## config.mk

```make
export PLATFORM = sky130hd
export DESIGN_NAME = baud_div
export DESIGN_NICKNAME = d
export VERILOG_FILES = /design/src/rtl/baud_div_pkg.sv /design/src/rtl/baud_div_regs.sv /design/src/rtl/baud_div_core.sv /design/src/rtl/baud_div_out.sv /design/src/rtl/baud_div.sv
export SDC_FILE = /design/constraint.sdc
export NUM_CORES = 1
export LEC_CHECK = 0
export BUFFER_PORTS_ARGS = -buffer_cell sky130_fd_sc_hd__clkbuf_2
export CAP_MARGIN = 30
export CORE_MARGIN = 2
export CORE_UTILIZATION = 55
export CTS_CLUSTER_SIZE = 12
export DETAILED_ROUTE_END_ITERATION = 16
export HOLD_SLACK_MARGIN = 0.08
export PLACE_DENSITY = 0.84
export SLEW_MARGIN = 20
export SYNTH_ARGS = -nofsm -noshare
export SYNTH_HDL_FRONTEND = slang
export SYNTH_SLANG_ARGS = --single-unit
```

## constraint.sdc

```tcl
create_clock -name clk -period 9.25 [get_ports clk]
set_clock_uncertainty 0.15 [all_clocks]
set_input_delay 0.925 -clock clk [delete_from_list [all_inputs] [get_ports clk]]
set_output_delay 0.925 -clock clk [all_outputs]
set_load 0.05 [all_outputs]
```

## src/rtl/baud_div_pkg.sv

```systemverilog
package baud_div_pkg;
  localparam int unsigned DIV_W = 16;
  typedef logic [DIV_W-1:0] div_t;

  // Divisor actually used by the counter: zero counts as one.
  function automatic div_t eff_div(input div_t d);
    return (d == '0) ? div_t'(1) : d;
  endfunction

  // Low phase of the baud line for counter value c within a period of n cycles.
  function automatic logic phase_low(input div_t c, input div_t n);
    if (n <= div_t'(1))      return 1'b1;
    else if (n == div_t'(2)) return (c == '0);
    else                     return (c < div_t'(2));
  endfunction
endpackage

```

## src/rtl/baud_div_regs.sv

```systemverilog
module baud_div_regs
  import baud_div_pkg::*;
#(
  parameter int unsigned BYTE_W = 8,
  localparam int unsigned LANES = DIV_W / BYTE_W
) (
  input  logic              clk,
  input  logic [LANES-1:0]  wr_stb,
  input  logic [BYTE_W-1:0] wdata,
  output div_t              div_o
);
  // Divisor byte lanes; deliberately without reset.
  for (genvar g = 0; g < LANES; g++) begin : g_lane
    logic [BYTE_W-1:0] byte_q;
    always_ff @(posedge clk) begin
      if (wr_stb[g]) byte_q <= wdata;
    end
    assign div_o[g*BYTE_W +: BYTE_W] = byte_q;
  end
endmodule

```

## src/rtl/baud_div_core.sv

```systemverilog
module baud_div_core
  import baud_div_pkg::*;
(
  input  logic clk,
  input  logic rst,
  input  div_t div_i,
  output div_t cnt_o,
  output div_t per_o,
  output div_t cnt_nxt_o,
  output div_t per_nxt_o,
  output logic reload_o
);
  div_t cnt_q, per_q, cnt_d, per_d;

  assign reload_o = (cnt_q == '0);

  always_comb begin
    if (reload_o) begin
      cnt_d = eff_div(div_i) - div_t'(1);
      per_d = eff_div(div_i);
    end else begin
      cnt_d = cnt_q - div_t'(1);
      per_d = per_q;
    end
  end

  always_ff @(posedge clk) begin
    if (rst) begin
      cnt_q <= '0;
      per_q <= div_t'(1);
    end else begin
      cnt_q <= cnt_d;
      per_q <= per_d;
    end
  end

  assign cnt_o     = cnt_q;
  assign per_o     = per_q;
  assign cnt_nxt_o = cnt_d;
  assign per_nxt_o = per_d;
endmodule

```

## src/rtl/baud_div_out.sv

```systemverilog
module baud_div_out
  import baud_div_pkg::*;
(
  input  logic clk,
  input  logic rst,
  input  div_t div_i,
  input  div_t cnt_nxt_i,
  input  div_t per_nxt_i,
  input  logic reload_i,
  output logic baud_clk_o,
  output logic baud_en_o
);
  logic clk_q;

  // Registered line so that it is free of decode glitches.
  always_ff @(posedge clk) begin
    if (rst) clk_q <= 1'b0;
    else     clk_q <= ~phase_low(cnt_nxt_i, per_nxt_i);
  end

  assign baud_clk_o = clk_q;
  assign baud_en_o  = reload_i && (div_i != '0) && !rst;
endmodule

```

## src/rtl/baud_div.sv

```systemverilog
module baud_div
  import baud_div_pkg::*;
#(
  parameter int unsigned BYTE_W = 8
) (
  input  logic              clk,
  input  logic              rst,
  input  logic              wr_lo,
  input  logic              wr_hi,
  input  logic [BYTE_W-1:0] wdata,
  output logic              baud_clk,
  output logic              baud_en
);
  div_t div_q, cnt_q, per_q, cnt_nxt, per_nxt;
  logic reload;

  baud_div_regs #(.BYTE_W(BYTE_W)) u_regs (
    .clk    (clk),
    .wr_stb ({wr_hi, wr_lo}),
    .wdata  (wdata),
    .div_o  (div_q)
  );

  baud_div_core u_core (
    .clk       (clk),
    .rst       (rst),
    .div_i     (div_q),
    .cnt_o     (cnt_q),
    .per_o     (per_q),
    .cnt_nxt_o (cnt_nxt),
    .per_nxt_o (per_nxt),
    .reload_o  (reload)
  );

  baud_div_out u_out (
    .clk        (clk),
    .rst        (rst),
    .div_i      (div_q),
    .cnt_nxt_i  (cnt_nxt),
    .per_nxt_i  (per_nxt),
    .reload_i   (reload),
    .baud_clk_o (baud_clk),
    .baud_en_o  (baud_en)
  );
endmodule

```

==> run_results.csv <==
group,metric,value,unit
status,outcome,"finished, final reports clean",
clocking,holdBufCountCts,0,
drt,dr_total_vias,2160,
global_route,grt_usage,0.2447,
drt,vias_per_cell,6.297,
worst_setup_path,critPathCapture,"u_out.baud_clk_o$_SDFF_PP0_",
die,core,4354,sq um
die,io_pins,14,
clocking,cts_setup_buffers,0,
sta,fin_crit,4.398,ns
min_path,worstHoldPathType,"flop to flop",
power_and_ir_drop,power.internal,0.4766,mW
sta,fmax,227.4,MHz
die,die_h,71.20,microns
worst_setup_path,slowest_stage,"nand2_1",
cells_and_area,insertedDiodeCount,0,
power_and_ir_drop,combPwrFrac,0.465,
yosys,syn_area,2484,sq um
global_route,grt_max_degree,35,
placed_design,dp.cells,335,
worst_setup_path,path_depth,14,
yosys,async_reset_ff_frac,0,
cells_and_area,drive_above_1_share,0.1271,
power_and_ir_drop,ir_drop,0.0001477,V
drt,drc,0,
worst_setup_path,rr_worst_depth,14,
sta,worst_slew_pin_slew,0.9351,ns
drt,drt-pass1-iter-count,4,
yosys,synth_fp_nets,295,
drt,drt_iter0_markers,228,
power_and_ir_drop,pwr-share-seq,0.378,
sta,hold_violations,0,
sta,hold_ws,0.3079,ns
sta,final-setup-viol-count,0,
clocking,clockRootBuffer,"clkbuf_8",
yosys,ys_warn_count,0,
sta,rsz0062_at_grt,"false",
worst_setup_path,cp.required,9.31,ns
worst_setup_path,critPathCaptureType,"flop",
drt,ant_nets,0,
cells_and_area,final_cells,343,
die,dieArea,5069,sq um
global_route,grt.overflow.total,0,
yosys,synth.most_common_cell,"nand2_1",
global_route,grt_pass1_wl,9646,microns
yosys,yosysUniqueCellTypes,61,
yosys,synth_common_cells,"nand2_1 (41), dfxtp_1 (33), nor2_1 (33), a21oi_1 (27), edfxtp_1 (16)",
worst_setup_path,cp_num_buf_inv,0,
yosys,syn_avg_cell_area,8.839,sq um
clocking,cts_tree,"done",
worst_setup_path,crit_start,"u_core.cnt_o[8]$_SDFF_PP0_",
worst_setup_path,cpLargestDelayFamily,"simple AND/OR/NAND/NOR gates",
power_and_ir_drop,power_density,311.3,nW/um^2
cells_and_area,fin_nets,304,
clocking,cts_buffer_depth,2,
yosys,ys_seq_elements,49,
worst_setup_path,cp_cell_sequence,"nor3_1, and3_1, nand2_1, nor2_1, nor2_1, ha_1, or3b_2, nor3_1, o21ai_0, a211oi_1, xor2_1, a21oi_1, nand4bb_1, o31a_1",
worst_setup_path,critPathMaxStageDelay,0.71,ns
die,core.rowCount,24,
power_and_ir_drop,p_clk_frac,0.156,
worst_setup_path,r2r_end,"u_out.baud_clk_o$_SDFF_PP0_",
worst_setup_path,ff2ff_setup_slack,4.85,ns
run,cap_violations,0,
worst_setup_path,rr_startpoint,"u_core.cnt_o[8]$_SDFF_PP0_",
worst_setup_path,startpoint_type,"flop",
yosys,yosys-top-cells-area,"dfxtp_1 (27%), edfxtp_1 (19%), nand2_1 (6.2%)",
yosys,yosys.area.top_type,"dfxtp_1",
clocking,h-tree-depth,2,
yosys,synth_cells,281,
placed_design,dp_hpwl,4287,microns
clocking,cts_resized,0,
cells_and_area,synthToLayoutAreaGrowth,6.852,%
yosys,ys.flop_type,"dfxtp_1",
power_and_ir_drop,total_power,0.8261,mW
placed_design,portBuffers,13,
drt,post_drt_wl_per_cell,17.13,microns
drt,wl,5876,microns
yosys,seq_area_frac_synth,0.4594,
yosys,synth_top_area_frac,0.2660,
yosys,synth-edff-count,16,
power_and_ir_drop,p_leak,0.9258,nW
sta,min_period_over_period,0.4755,
worst_setup_path,cp_max_fo,29,
global_route,grt_antenna_before_repair,0,
sta,setup_tns,0,ns
die,fp.dieW,71.20,microns
power_and_ir_drop,p_sw,0.3495,mW
die,start_util,0.5704,
worst_setup_path,worstSetupPathType,"flop to flop",
sta,relSlewSlack,0.3751,
clocking,clkSlewWorstSetupHoldPaths,0.10,ns
sta,slew_violations,0,
clocking,cts_made_buffers,5,
clocking,cts.sink_count,49,
clocking,clock_latency,0.31,ns
power_and_ir_drop,swShare,0.4230,
global_route,grt_pass1_vias,1921,
placed_design,place.gp.congestion,1.004,
worst_setup_path,crit_arrival,4.45,ns
cells_and_area,final_util,0.6095,
## worst min path at each step
stage / slack, ns / to / depth (start not counted) / from
2_1_floorplan: 0.28 / u_core.per_o[2]$_SDFF_PP0_ / 2 / u_core.per_o[2]$_SDFF_PP0_
3_3_place_gp: 0.29 / u_core.per_o[15]$_SDFF_PP0_ / 2 / u_core.per_o[15]$_SDFF_PP0_
3_5_place_dp: 0.30 / u_core.per_o[10]$_SDFF_PP0_ / 2 / u_core.per_o[10]$_SDFF_PP0_
4_1_cts: 0.31 / u_core.per_o[10]$_SDFF_PP0_ / 2 / u_core.per_o[10]$_SDFF_PP0_
5_1_grt: 0.33 / u_core.per_o[15]$_SDFF_PP0_ / 2 / u_core.per_o[15]$_SDFF_PP0_
6_report: 0.31 / u_core.per_o[10]$_SDFF_PP0_ / 2 / u_core.per_o[10]$_SDFF_PP0_
## registers in the layout, summed over array words and instances (netlist names)
signal                cells
u_out.baud_clk_o          1
u_core.per_o             16
u_core.cnt_o             16
u_regs.g_lane.byte_q     16
## worst min-delay path, cell delays in order (launching register included)
cell	delay, ns
dfxtp_1	0.32
nand2_1	0.05
a21oi_1	0.05
## cells by family (layout without fill, tap and decap cells)
logic type / after synthesis / in the layout / synth area share
AOI/OAI and AO/OA: 76 / 76 / 0.1980
xor gates and xnor gates: 3 / 3 / 0.01058
adders and majority gates: 2 / 2 / 0.01007
buffers and inverters: 16 / 26 / 0.02922
DFF: 49 / 49 / 0.4594
muxes: 3 / 3 / 0.01259
and+or+nand+nor: 132 / 132 / 0.2801
## stage by stage
stage / cell area, sq um / setup slack [ns]
2_1_floorplan: 2484 / 5.318
3_3_place_gp: 2564 / 5.012
3_5_place_dp: 2564 / 4.919
4_1_cts: 2654 / 4.901
5_1_grt: 2654 / 4.473
6_report: 2654 / 4.852
## final cells by class
class | count | area [sq um]
flip-flops and latches | 49 | 1141
clock buffers | 5 | 68.82
fillers | 360 | 1700
inverters | 4 | 15.01
clock inverters | 3 | 21.27
multi-input cells | 216 | 1270
well taps | 52 | 65.06
repair buffers | 14 | 72.57
## per-layer routing
metal	track usage	part of all wire	vias to the layer above	wire (microns)
met1	0.3546	0.44	998	2599
met5	0	0	-	0
met4	0.06080	0.017	0	97
met3	0.04274	0.082	10	481
met2	0.3817	0.46	92	2699
li1	-	-	1060	-
## power groups by stage
stage	combinational, mW	clock [mW]	sequential (mW)
finish	0.384	0.129	0.313
global route	0.424	0.138	0.318
CTS	0.378	0.130	0.311
detailed placement	0.376	0	0.316
global placement	0.374	0	0.315
floorplan	0.300	0	0.308
## layout by cell type (no fill, tap or decap), types with 2 or more instances in the layout
master and instances:
a211oi_1 6, or3_1 5, xor2_1 2, o21ai_0 14, nor3b_1 2, ha_1 2
nor2b_1 2, o21a_1 5, dfxtp_1 33, nor3_1 11, a31oi_1 3, nor2_1 33
nor4_1 7, a2111oi_0 2, mux2i_1 2, nand3_1 3, or3b_2 2, or2_2 2
nand4_1 3, a211o_1 2, or4_4 2, a21oi_1 27, inv_1 4, clkbuf_8 5
edfxtp_1 16, nand2_1 41, nand2b_1 4, clkbuf_2 13, and2_1 3, o31ai_1 2
(Power assumes the default switching activity.)
